`config.mk`:
```
export PLATFORM = sky130hd
export DESIGN_NAME = sertx_core
export DESIGN_NICKNAME = d
export VERILOG_FILES = /design/src/rtl/sertx_pkg.sv /design/src/rtl/sertx_baud.sv /design/src/rtl/sertx_hold.sv /design/src/rtl/sertx_fsm.sv /design/src/rtl/sertx_core.sv
export SDC_FILE = /design/constraint.sdc
export NUM_CORES = 1
export LEC_CHECK = 0
export ABC_AREA = 1
export CORE_ASPECT_RATIO = 1.1
export CORE_UTILIZATION = 55
export DETAILED_ROUTE_END_ITERATION = 7
export DONT_BUFFER_PORTS = 1
export PLACE_DENSITY = 0.79
export SLEW_MARGIN = 20
export SYNTH_ARGS = -nofsm -noshare
export SYNTH_HDL_FRONTEND = slang
export SYNTH_HIERARCHICAL = 1
export SYNTH_SLANG_ARGS = --single-unit
```
`constraint.sdc`:
```
create_clock -name clk -period 2.7 [get_ports clk]
set_clock_uncertainty 0.05 [all_clocks]
set_input_delay 0.675 -clock clk [delete_from_list [all_inputs] [get_ports clk]]
set_output_delay 0.675 -clock clk [all_outputs]
set_load 0.03 [all_outputs]
```
`src/rtl/sertx_pkg.sv`:
```
package sertx_pkg;

    typedef enum logic [2:0] {
        ST_OFF   = 3'd0,
        ST_IDLE  = 3'd1,
        ST_START = 3'd2,
        ST_DATA  = 3'd3,
        ST_STOP  = 3'd4
    } tx_state_e;

    localparam int OVS_FAST_DEF = 16;
    localparam int OVS_SLOW_DEF = 64;

endpackage

```
`src/rtl/sertx_baud.sv`:
```
module sertx_baud #(
    parameter int DIV_W    = 16,
    parameter int NARROW_W = 8,
    parameter int OVS_FAST = sertx_pkg::OVS_FAST_DEF,
    parameter int OVS_SLOW = sertx_pkg::OVS_SLOW_DEF
) (
    input  logic             clk,
    input  logic             rst_n,
    input  logic             restart,
    input  logic             wide_div,
    input  logic             slow_bits,
    input  logic [DIV_W-1:0] div_val,
    output logic             bit_done
);
    localparam int TC_W = $clog2(OVS_SLOW);

    logic [DIV_W-1:0] cnt;
    logic [DIV_W-1:0] limit;
    logic [TC_W-1:0]  tcnt;
    logic [TC_W-1:0]  tlast;
    logic             tick;

    generate
        if (NARROW_W < DIV_W) begin : g_pad
            assign limit = wide_div ? div_val : DIV_W'(div_val[NARROW_W-1:0]);
        end else begin : g_full
            assign limit = div_val;
        end
    endgenerate

    assign tlast    = slow_bits ? TC_W'(OVS_SLOW - 1) : TC_W'(OVS_FAST - 1);
    assign tick     = (cnt == limit);
    assign bit_done = tick && (tcnt == tlast);

    always_ff @(posedge clk or negedge rst_n) begin
        if (!rst_n) begin
            cnt  <= '0;
            tcnt <= '0;
        end else if (restart) begin
            cnt  <= '0;
            tcnt <= '0;
        end else if (tick) begin
            cnt  <= '0;
            tcnt <= (tcnt == tlast) ? '0 : tcnt + 1'b1;
        end else begin
            cnt  <= cnt + 1'b1;
        end
    end

endmodule

```
`src/rtl/sertx_hold.sv`:
```
module sertx_hold #(
    parameter int WORD_W = 9
) (
    input  logic              clk,
    input  logic              rst_n,
    input  logic              tx_en,
    input  logic              wr_en,
    input  logic [WORD_W-1:0] wr_word,
    input  logic              take,
    output logic              full,
    output logic [WORD_W-1:0] word,
    output logic              irq,
    output logic              ovr_err
);
    logic accept;
    logic reject;

    assign accept = tx_en && wr_en && !full;
    assign reject = tx_en && wr_en && full;

    always_ff @(posedge clk or negedge rst_n) begin
        if (!rst_n) begin
            full    <= 1'b0;
            word    <= '0;
            irq     <= 1'b0;
            ovr_err <= 1'b0;
        end else if (!tx_en) begin
            full    <= 1'b0;
            irq     <= 1'b0;
            ovr_err <= 1'b0;
        end else begin
            irq <= !full;
            if (accept) begin
                full <= 1'b1;
                word <= wr_word;
            end else if (take) begin
                full <= 1'b0;
            end
            if (reject) begin
                ovr_err <= 1'b1;
            end
        end
    end

    AST_REJECT_SETS_ERR: assert property (@(posedge clk) disable iff (!rst_n)
        (tx_en && wr_en && full) |=> ovr_err);
    AST_ERR_STICKY: assert property (@(posedge clk) disable iff (!rst_n)
        (ovr_err && tx_en) |=> ovr_err);
    AST_FLAG_CLEARS_LATE: assert property (@(posedge clk) disable iff (!rst_n)
        (tx_en && wr_en && !full) ##1 tx_en |=> !irq);

endmodule

```
`src/rtl/sertx_fsm.sv`:
```
module sertx_fsm #(
    parameter int WORD_W = 9
) (
    input  logic              clk,
    input  logic              rst_n,
    input  logic              tx_en,
    input  logic              full,
    input  logic [WORD_W-1:0] hold_word,
    input  logic              nine_bit,
    input  logic              bit_done,
    output logic              take,
    output logic              restart,
    output logic              txd,
    output logic              shift_empty
);
    import sertx_pkg::*;

    localparam int IDX_W = $clog2(WORD_W);

    tx_state_e         state;
    tx_state_e         nxt;
    logic [WORD_W-1:0] shreg;
    logic [IDX_W-1:0]  idx;
    logic [IDX_W-1:0]  last_idx;

    always_comb begin
        nxt = state;
        unique case (state)
            ST_OFF:   nxt = ST_IDLE;
            ST_IDLE:  if (full) nxt = ST_START;
            ST_START: if (bit_done) nxt = ST_DATA;
            ST_DATA:  if (bit_done && idx == last_idx) nxt = ST_STOP;
            ST_STOP:  if (bit_done) nxt = full ? ST_START : ST_IDLE;
            default:  nxt = ST_OFF;
        endcase
    end

    always_ff @(posedge clk or negedge rst_n) begin
        if (!rst_n) begin
            state <= ST_OFF;
        end else if (!tx_en) begin
            state <= ST_OFF;
        end else begin
            state <= nxt;
        end
    end

    always_comb begin
        take        = 1'b0;
        restart     = 1'b0;
        txd         = 1'b1;
        shift_empty = 1'b0;
        unique case (state)
            ST_OFF: begin
                restart     = 1'b1;
                shift_empty = 1'b1;
            end
            ST_IDLE: begin
                take        = tx_en && full;
                restart     = 1'b1;
                shift_empty = 1'b1;
            end
            ST_START: txd = 1'b0;
            ST_DATA:  txd = shreg[0];
            ST_STOP: begin
                take    = tx_en && full && bit_done;
                restart = take;
            end
            default: shift_empty = 1'b1;
        endcase
    end

    always_ff @(posedge clk or negedge rst_n) begin
        if (!rst_n) begin
            shreg    <= '0;
            idx      <= '0;
            last_idx <= '0;
        end else if (take) begin
            shreg    <= hold_word;
            idx      <= '0;
            last_idx <= nine_bit ? IDX_W'(WORD_W - 1) : IDX_W'(WORD_W - 2);
        end else if (state == ST_DATA && bit_done) begin
            shreg    <= shreg >> 1;
            idx      <= idx + 1'b1;
        end
    end

    AST_LOAD_AFTER_STOP: assert property (@(posedge clk) disable iff (!rst_n)
        (state == ST_START && $past(state) != ST_START) |->
        ($past(state) == ST_IDLE || $past(state) == ST_STOP));

endmodule

```
`src/rtl/sertx_core.sv`:
```
module sertx_core #(
    parameter int DIV_W    = 16,
    parameter int NARROW_W = 8,
    parameter int DATA_W   = 8,
    parameter int OVS_FAST = sertx_pkg::OVS_FAST_DEF,
    parameter int OVS_SLOW = sertx_pkg::OVS_SLOW_DEF
) (
    input  logic              clk,
    input  logic              rst_n,
    input  logic              tx_en,
    input  logic              nine_bit,
    input  logic              wide_div,
    input  logic              slow_bits,
    input  logic [DIV_W-1:0]  div_val,
    input  logic              wr_en,
    input  logic [DATA_W-1:0] wr_data,
    input  logic              wr_bit8,
    output logic              txd,
    output logic              hold_empty_irq,
    output logic              shift_empty,
    output logic              ovr_err
);
    localparam int WORD_W = DATA_W + 1;

    logic              full;
    logic [WORD_W-1:0] hold_word;
    logic              take;
    logic              restart;
    logic              bit_done;

    sertx_baud #(
        .DIV_W    (DIV_W),
        .NARROW_W (NARROW_W),
        .OVS_FAST (OVS_FAST),
        .OVS_SLOW (OVS_SLOW)
    ) u_baud (
        .clk       (clk),
        .rst_n     (rst_n),
        .restart   (restart),
        .wide_div  (wide_div),
        .slow_bits (slow_bits),
        .div_val   (div_val),
        .bit_done  (bit_done)
    );

    sertx_hold #(
        .WORD_W (WORD_W)
    ) u_hold (
        .clk     (clk),
        .rst_n   (rst_n),
        .tx_en   (tx_en),
        .wr_en   (wr_en),
        .wr_word ({wr_bit8, wr_data}),
        .take    (take),
        .full    (full),
        .word    (hold_word),
        .irq     (hold_empty_irq),
        .ovr_err (ovr_err)
    );

    sertx_fsm #(
        .WORD_W (WORD_W)
    ) u_fsm (
        .clk         (clk),
        .rst_n       (rst_n),
        .tx_en       (tx_en),
        .full        (full),
        .hold_word   (hold_word),
        .nine_bit    (nine_bit),
        .bit_done    (bit_done),
        .take        (take),
        .restart     (restart),
        .txd         (txd),
        .shift_empty (shift_empty)
    );

    AST_IDLE_LINE_HIGH: assert property (@(posedge clk) disable iff (!rst_n)
        shift_empty |-> txd);
    AST_OFF_QUIET: assert property (@(posedge clk) disable iff (!rst_n)
        !tx_en |=> (txd && shift_empty && !hold_empty_irq && !ovr_err));

endmodule

```
* Yosys cells after proc, flatten, opt, wreduce, memory -nomap -nowiden
Index checks and enable logic that the tools add are counted.
Cells by class: add/sub/neg operators 3, eq/ne operators 13, multiplexer cells 29, reductions and logical operators 16
Operators with widths (count):
- 16-bit 2-to-1 mux | 3
- 6-bit 2-to-1 mux | 4
- 9-bit 2-to-1 mux | 2
- 16-bit by 1-bit adder with 16-bit output (second input constant) | 1
- 16-bit == test | 1
- 3-bit 2-to-1 mux | 5
- 3-bit case mux with 5 select lines | 1
- 4-bit 2-to-1 mux | 3
- 3-bit by 2-bit != test with 1-bit output (second input constant) | 3
- 1-bit logical AND | 8
- 1-bit 2-to-1 mux | 7
- 6-bit by 1-bit adder with 6-bit output (second input constant) | 1
- 3-bit by 2-bit == test with 1-bit output (second input constant) | 2
- 6-bit == test | 1
- 1-bit case mux with 2 select lines | 3
- 4-bit by 1-bit adder with 4-bit output (second input constant) | 1
- 4-bit == test | 1
- 4-bit AND reduction | 1
- 2-bit nonzero test | 2
- 3-bit by 1-bit == test with 1-bit output (second input constant) | 1
- 3-bit == test (second input constant) | 1
- 3-bit zero test | 1
- 3-bit by 1-bit != test with 1-bit output (second input constant) | 1
- 3-bit != test (second input constant) | 1
- other kinds (6) | 6
Word-level totals: register bits 54, input port bits 32, output and inout bits 4, logic and storage cells 71

* Longest topological paths before layout
Gate-level depths: netlist (run 1).
depth after elaboration 8, mapped depth 18, mapped depth without buffers 15

* Cells and area by module
Netlist (run 1), hierarchy kept.
Modules (own cells, without submodules):
- sertx_baud | times used 1, cells an instance 233, area each 1572.8 sq um, sequential area each 550.5 sq um
- sertx_fsm | times used 1, cells an instance 131, area each 1016.0 sq um, sequential area each 450.4 sq um
- sertx_hold | times used 1, cells an instance 50, area each 496.7 sq um, sequential area each 300.3 sq um

* Worst setup path after synthesis (run 1)
OpenSTA, ideal clock, no wires.
kind input port to flip-flop, start point input wide_div, end point register u_baud.tcnt[5], setup time 0.118 ns, arrival 2.622 ns, data required time 2.532 ns, slack -0.090 ns, stages on the path 17, path buffers 3, path through buf_6 buf_6 nand3_1 nand2_1 nor2_1 nand2_1 nor2_4 nand2_4 nor2_1 inv_1 o31ai_1 inv_1 clkbuf_1 nand2_1 inv_1 nand4_1 nand2_1
Between the ends: longest elaborated chain between the ends 6, elaborated cells between the ends (all ways) 7, those cells by class eq/ne: 1; mux: 3; reduce/logical: 3
Ends and longest elaborated chain:
- from (decl) | RTL line sertx_core.sv:12 | input logic wide_div,
- 16-bit 2-to-1 mux * | RTL line sertx_baud.sv:25 | assign limit = wide_div ? div_val : DIV_W'(div_val[NARROW_W-1:0]);
- 16-bit == test * | RTL line sertx_baud.sv:32 | assign tick = (cnt == limit);
- 1-bit logical AND * | RTL line sertx_baud.sv:33 | assign bit_done = tick && (tcnt == tlast);
- via bit_done | RTL line sertx_core.sv:29 | logic bit_done;
- 1-bit logical AND * | RTL line sertx_fsm.sv:66 | take = tx_en && full && bit_done;
- 1-bit case mux with 2 select lines * | RTL line sertx_fsm.sv:53 | unique case (state)
- via restart | RTL line sertx_core.sv:28 | logic restart;
- 6-bit 2-to-1 mux / 2-bit nonzero test (equally long branches)
- to (signal assigned) | RTL line sertx_baud.sv:44 | tcnt <= (tcnt == tlast) ? '0 : tcnt + 1'b1;
- to (decl) | RTL line sertx_baud.sv:19 | logic [TC_W-1:0] tcnt;
Mark *: on every way through the listed nets, which the timed path passes. The rest lies on a longest branch. A chain may end at the register's enable or synchronous reset.

* Worst setup path after layout (run 1)
start point register u_baud.tcnt[0], end point register u_baud.tcnt[5]
Between the ends: longest elaborated chain between the ends 5, elaborated cells between the ends (all ways) 9, those cells by class add/sub: 1; eq/ne: 1; mux: 4; reduce/logical: 3
Ends and longest elaborated chain (RTL line):
- 6-bit == test * | sertx_baud.sv:33
- 1-bit logical AND * | sertx_baud.sv:33
- via bit_done | sertx_core.sv:29
- 1-bit logical AND * | sertx_fsm.sv:66
- 1-bit case mux with 2 select lines * | sertx_fsm.sv:53
- via restart | sertx_core.sv:28
- 6-bit 2-to-1 mux / 2-bit nonzero test (equally long branches)
Mark *: on every way through the listed nets, which the timed path passes. The rest lies on a longest branch. The select of a mux whose other input is x is not followed.

==> flow_summary.toml, run 1 <==
[grt]
grt_first_pass_wirelength_um = 10400
grt_max_degree = 30
first_global_vias = 2579
grt.overflow.total = 0
gr-usage-all-layers = 0.227
antenna_found_initial = 0

[logic_synthesis]
syn_nets = 449
synth-edff-count = 0
asyncSetResetFlopFracSynth = 1.00
yosysSeqAreaShare = 0.422
yosys.cell_types.count = 35
netlist.area_leader.share = 0.422
synth.avg_cell_area_um2 = 7.45
post_synth_inst_count = 414
synth_seq_cells = 52
cell_types_occupying_the_most_area_after_synthesis = "sky130_fd_sc_hd__dfrtp_1 (42%), sky130_fd_sc_hd__nand2_1 (17%), sky130_fd_sc_hd__inv_1 (5.4%)"
synth-main-ff-cell = "sky130_fd_sc_hd__dfrtp_1"
synth.cell_area_um2 = 3090
synth.cells.most_frequent = "sky130_fd_sc_hd__nand2_1 (137), sky130_fd_sc_hd__dfrtp_1 (52), sky130_fd_sc_hd__inv_1 (44)"
synth.most_common_cell = "sky130_fd_sc_hd__nand2_1"
synth_top_area_cell = "sky130_fd_sc_hd__dfrtp_1"
syn_warnings = 6

[routing]
drc_errors = 0
routed_via_density = 5.27
detail_route.first_pass.iterations = 5
dr.first_iter.drc_count = 142
route.vias.total = 2601
drtAntennaViolNets = 0
routed_wirelength_um = 6020
average_wire_length_per_cell_after_detail_routing_um = 12.2

[placement]
dp_slack_ps = 93.5
portBuffers = 0
post-place-cells = 484
dpl.hpwl_um = 4430
gp_routability_congestion = 0.826

[critical_path]
worst_ep_arrival_time_ps = 2480
worstPathMaxFanout = 11
cp_data_required_time_ps = 2840
worst_setup_slack_for_register_to_register_paths_ps = 360
critical_path.startpoint_type = "flop"
reg2reg_from = "u_baud/tcnt[0]$_DFFE_PN0P_"
path_class = "reg -> reg"
worstSetupEndpointType = "flop"
regToRegEndpoint = "u_baud/tcnt[5]$_DFFE_PN0P_"
worst-r2r-cell-count = 12

[pwr]
static-leakage-power_uw = 0.00164
p_int_uw = 1400
p_clk_frac = 0.244
switching_power_uw = 745
power.density_nw_per_um2 = 655
pwr-share-seq = 0.490
share_comb_of_total_power = 0.265
irDropWorstVdd_uv = 518
power_switching_share = 0.347

[die]
area_enclosed_by_the_die_boundary_um2 = 5910
num_io_pins = 36
floorplan.core_area_um2 = 5400
die-height_um = 80.6
dieWidth_um = 73.4
floorplan.initialDensity = 0.572
placement_rows = 28

[layout]
layout.nets = 453
post_route_cells_drive_above_1_share = 0.112
filler_cell_count = 504
antennaDiodeCount = 0
final_core_utilization = 0.607
area_growth_pct = 6.16
final-instance-count-excl-fill = 494

[clock_tree]
clk_pin_slew_ps = 90
max-clock-path-buffers = 2
cts_tree = "built"
htree_num_levels = 2
clk_latency_worst_skew_pair_ps = 300
postCtsSetupRepairBufs = 0
root_buffer = "sky130_fd_sc_hd__clkbuf_8"
cts_buffers = 5
cts_num_sinks = 52

[sta]
maxSlewViolCount = 0
layout_setup_ws_ps = 362
minimum_clock_period_ps = 2340
finalHoldWorstSlack_ps = 131
final.setup.tns_ps = 0
tcrit_tclk_final = 0.866
timing.slew.headroom = 0.544
grt_setup_unrepaired = "no"
worst_slew_pin_slew_ps = 681
hold_viol = 0
setup_violations = 0
fmax_mhz = 428

[hold_path]
min-delay-path-class = "in -> async"

[flow_run]
drv.max_cap_violation_count = 0

[run_status]
status = "completed"
[cell families (layout without fill, tap and decap cells)]
kind of cell / Yosys count / in the layout / share of synthesized area
XOR/XNOR: 12 / 12 / 0.0341
flip-flops: 52 / 52 / 0.422
adder cells (fa/ha/maj): 3 / 3 / 0.0122
AO/OA/AOI/OAI: 28 / 28 / 0.0551
buffers and inverters: 60 / 65 / 0.0937
AND/OR/NAND/NOR: 259 / 259 / 0.383
[metrics by stage]
stage | power [µW] | instance area [µm²]
6_report | 2150 | 3280
5_1_grt | 2280 | 3280
4_1_cts | 2150 | 3260
3_5_place_dp | 1610 | 3120
3_3_place_gp | 1580 | 3120
2_1_floorplan | 1530 | 3090
[worst max-delay path: stages, from the launching register on]
cell and delay (ps):
sky130_fd_sc_hd__dfrtp_1 440, sky130_fd_sc_hd__ha_1 210, sky130_fd_sc_hd__nand2_1 60, sky130_fd_sc_hd__nor2_1 180, sky130_fd_sc_hd__nand3_1 190, sky130_fd_sc_hd__nor2_2 200, sky130_fd_sc_hd__inv_1 130, sky130_fd_sc_hd__o31ai_2 310
sky130_fd_sc_hd__inv_2 160, sky130_fd_sc_hd__nand2_1 100, sky130_fd_sc_hd__inv_1 70, sky130_fd_sc_hd__nand4_1 90, sky130_fd_sc_hd__nand2_1 50
[power groups by stage]
| stage | clock network, µW | logic [µW] | registers, µW |
|---|---|---|---|
| global placement | 0 | 522 | 1060 |
| finish | 525 | 569 | 1050 |
| CTS | 539 | 560 | 1050 |
| detailed placement | 0 | 546 | 1060 |
| global route | 569 | 645 | 1070 |
| floorplan | 0 | 500 | 1030 |
[routing by layer]
layer  global-route usage  up-vias  share of wire
li1                     -     1332              -
met1                0.257     1204           0.44
met2                0.419       55           0.50
met3               0.0439       10          0.038
met4               0.0846        0          0.019
met5                    0        -              0
[flip-flops by register name, indices dropped and copies added, names as in the netlist]
register and count:
u_baud/cnt 16, u_hold/ovr_err 1, u_hold/full 1, u_fsm/state 3, u_hold/word 9, u_fsm/last_idx 2, u_hold/irq 1, u_baud/tcnt 6
u_fsm/idx 4, u_fsm/shreg 9
[what timing repair did]
item                                   in CTS  in global routing
setup endpoints to repair                   0                  7
endpoints found under the hold margin      29                 23
hold buffers                                1                  1
gates resized for setup                     0                  1
[cells in the final DEF, fill, tap and decap left out, types with 6 or more instances in the layout]
master / n
sky130_fd_sc_hd__nor2_1: 37
sky130_fd_sc_hd__inv_2: 6
sky130_fd_sc_hd__nor3_1: 6
sky130_fd_sc_hd__xor2_1: 10
sky130_fd_sc_hd__nand4_1: 22
sky130_fd_sc_hd__a31oi_1: 7
sky130_fd_sc_hd__dfrtp_1: 52
sky130_fd_sc_hd__nand3_1: 30
sky130_fd_sc_hd__nor2_2: 13
sky130_fd_sc_hd__nand2_1: 137
sky130_fd_sc_hd__inv_1: 43
sky130_fd_sc_hd__o21ai_0: 6
[worst max path at each step]
stage	from	endpoint	slack, ps
finish	u_baud/tcnt[0]$_DFFE_PN0P_	u_baud/tcnt[5]$_DFFE_PN0P_	360
global route	u_baud/tcnt[0]$_DFFE_PN0P_	u_baud/tcnt[5]$_DFFE_PN0P_	70
CTS	u_baud/tcnt[0]$_DFFE_PN0P_	u_baud/cnt[10]$_DFF_PN0_	270
detailed placement	div_val[1]	u_baud/cnt[10]$_DFF_PN0_	90
global placement	div_val[1]	u_baud/cnt[10]$_DFF_PN0_	170
floorplan	wide_div	u_baud/tcnt[5]$_DFFE_PN0P_	20
[layout make-up]
class / count / area [µm²] / area share
clock buffer: 5 / 68.8 / 0.0210
clock inverter: 3 / 42.5 / 0.0130
inverter: 51 / 196 / 0.0600
multi-input combinational: 302 / 1500 / 0.459
sequential: 52 / 1300 / 0.397
tap: 75 / 93.8 / 0.0286
timing repair buffer: 6 / 70.1 / 0.0214
Note: power is estimated with default switching activity, not from simulation.
==> run 2, diff against run 1 <==
--- a/config.mk
+++ b/config.mk
@@ -6,11 +6,12 @@
 export NUM_CORES = 1
 export LEC_CHECK = 0
 export ABC_AREA = 1
+export BUFFER_PORTS_ARGS = -buffer_cell sky130_fd_sc_hd__buf_2
 export CORE_ASPECT_RATIO = 1.1
+export CORE_MARGIN = 1
 export CORE_UTILIZATION = 55
 export DETAILED_ROUTE_END_ITERATION = 7
-export DONT_BUFFER_PORTS = 1
-export PLACE_DENSITY = 0.79
+export PLACE_DENSITY = 0.85
 export SLEW_MARGIN = 20
 export SYNTH_ARGS = -nofsm -noshare
 export SYNTH_HDL_FRONTEND = slang
==> run 2 against run 1 <==
Critical path type is now in -> reg. Total power down 3.8%. Non-clock buffer count up 36. Clock-buffer cell count up 1. Sequential share of layout area down 1.6 points. Final cell count up 7.1%. Global-route usage up 0.67 points. Die area unchanged. Critical path depth up 3. Largest power group unchanged. Largest cell class unchanged. Critical endpoint is now u_baud/tcnt[2]$_DFFE_PN0P_.
==> flow_summary.toml, run 2 (synthesized netlist as in run 1, its figures left out) <==
[sta]
tcrit_tclk_final = 0.871
final.setup.tns_ps = 0
maxSlewViolCount = 0
worst_slew_pin_slew_ps = 597
fmax_mhz = 425
minimum_clock_period_ps = 2350
timing.slew.headroom = 0.602
finalHoldWorstSlack_ps = 321
setup_violations = 0
grt_setup_unrepaired = "no"
hold_viol = 0

[critical_path]
worstPathMaxFanout = 16
reg2reg_from = "u_baud/cnt[6]$_DFF_PN0_"
worst_ep_arrival_time_ps = 2500
critical_path.top_delay_family = "simple AND/OR/NAND/NOR gates"
worst_setup_slack_for_register_to_register_paths_ps = 430
cp_slowest_stage_delay_ps = 290
cpMaxStageDelayCell = "sky130_fd_sc_hd__o31ai_2"
crit_path_cell_trace = "buf_2 -> nand2_1 -> nand2_1 -> nand2_1 -> nor2_1 -> nand2_1 -> nor2_4 -> nand2_4 -> nor2_2 -> inv_1 -> o31ai_2 -> inv_1 -> buf_4 -> nand4_1 -> nand2_1"
critical_path.n_buffers_inverters = 4
cp_data_required_time_ps = 2850
worstSetupEndpointType = "flop"
critical_path.startpoint_type = "input port"
regToRegEndpoint = "u_baud/tcnt[2]$_DFFE_PN0P_"
worst-r2r-cell-count = 14
path_class = "in -> reg"
critical-path-top-cell-by-count = "sky130_fd_sc_hd__nand2_1"

[clock_tree]
cts_hold_buf = 0
postCtsSetupRepairBufs = 0
postCtsResizedCells = 0
cts_buffers = 5
max-clock-path-buffers = 2
clk_pin_slew_ps = 80
cts_tree = "built"
htree_num_levels = 2
cts_num_sinks = 52
root_buffer = "sky130_fd_sc_hd__clkbuf_8"
clk_latency_worst_skew_pair_ps = 300

[die]
floorplan.core_area_um2 = 5400
num_io_pins = 36
dieWidth_um = 73.4
floorplan.initialDensity = 0.572
placement_rows = 28
area_enclosed_by_the_die_boundary_um2 = 5910
die-height_um = 80.6

[layout]
area_growth_pct = 10.6
filler_cell_count = 497
register_area_um2 = 1300
area_occupied_by_multi_input_gates_um2 = 1500
post_route_cells_drive_above_1_share = 0.176
number_of_flip_flops_under_the_largest_register_name = 16
layout.nets = 489
layout.cells.most_common_list = "sky130_fd_sc_hd__nand2_1 (137), sky130_fd_sc_hd__dfrtp_1 (52), sky130_fd_sc_hd__inv_1 (44)"
layout.cells.most_common = "sky130_fd_sc_hd__nand2_1"
top_regs = "u_baud/cnt (16), u_fsm/shreg (9), u_hold/word (9)"
antennaDiodeCount = 0
largest_register = "u_baud/cnt"

[grt]
grt.overflow.total = 0
antenna_found_initial = 0
first_global_vias = 2549
grt_max_degree = 28
grt_first_pass_wirelength_um = 10600
gr-usage-all-layers = 0.234

[placement]
dpl.hpwl_um = 4530
gp_routability_congestion = 0.913
portBuffers = 35

[routing]
drtAntennaViolNets = 0
detail_route.first_pass.iterations = 4
average_wire_length_per_cell_after_detail_routing_um = 11.1
drc_errors = 0
routed_via_density = 5.08
routed_wirelength_um = 5890
dr.first_iter.drc_count = 166
route.vias.total = 2685

[pwr]
static-leakage-power_uw = 0.00177
power.density_nw_per_um2 = 605
irDropWorstVdd_uv = 394

[run_status]
status = "completed"

[flow_run]
drv.max_cap_violation_count = 0

[hold_path]
min-delay-path-class = "in -> async"
run 2: where the power goes:
| group | internal (µW) | leakage, µW | total [µW] | switching (µW) |
|---|---|---|---|---|
| combinational | 225 | 0.00105 | 615 | 389 |
| sequential | 926 | 0.000683 | 1040 | 114 |
| clock | 177 | 0.0000410 | 409 | 233 |
| total | 1330 | 0.00177 | 2060 | 736 |
run 2: metal layers:
layer / vias up / share of wire / global-route usage
met4: 0 / 0.016 / 0.0788
met1: 1224 / 0.47 / 0.289
met5: - / 0 / 0
met2: 47 / 0.48 / 0.406
li1: 1406 / - / -
met3: 8 / 0.034 / 0.0464
run 2: worst register-to-register path, delay by kind of cell, from the launching register on:
family / cells / cell delay (ps)
flip-flops: 1 / 420
buffers and inverters: 4 / 520
AO/OA/AOI/OAI: 1 / 290
AND/OR/NAND/NOR: 9 / 870
run 2: stage by stage:
step | worst slack [ps] | power [µW] | util | instance area (µm²) | std cells
2_1_floorplan | 24.1 | 1530 | - | 3090 | 414
3_3_place_gp | 154 | 1640 | 0.618 | 3330 | 522
3_5_place_dp | 25.2 | 1670 | 0.618 | 3330 | 522
4_1_cts | 353 | 2080 | 0.632 | 3410 | 529
5_1_grt | 194 | 2220 | 0.632 | 3410 | 529
6_report | 348 | 2060 | 0.632 | 3410 | 529
run 2: worst max path at each step:
stage	from	end	depth (start not counted)
final	wide_div	u_baud/tcnt[2]$_DFFE_PN0P_	15
after global routing	wide_div	u_baud/tcnt[1]$_DFFE_PN0P_	16
after CTS	wide_div	u_baud/cnt[2]$_DFF_PN0_	14
after detailed placement	wide_div	u_baud/tcnt[2]$_DFFE_PN0P_	15
after global placement	wide_div	u_baud/tcnt[2]$_DFFE_PN0P_	15
after floorplan	wide_div	u_baud/tcnt[5]$_DFFE_PN0P_	17
run 2: cell type report:
class                           count  share of cell area
Clock buffer                        6              0.0213
Clock inverter                      1             0.00147
Timing Repair Buffer               42              0.0704
Multi-Input combinational cell    302               0.440
Sequential cell                    52               0.381
Inverter                           51              0.0576
Tap cell                           75              0.0275
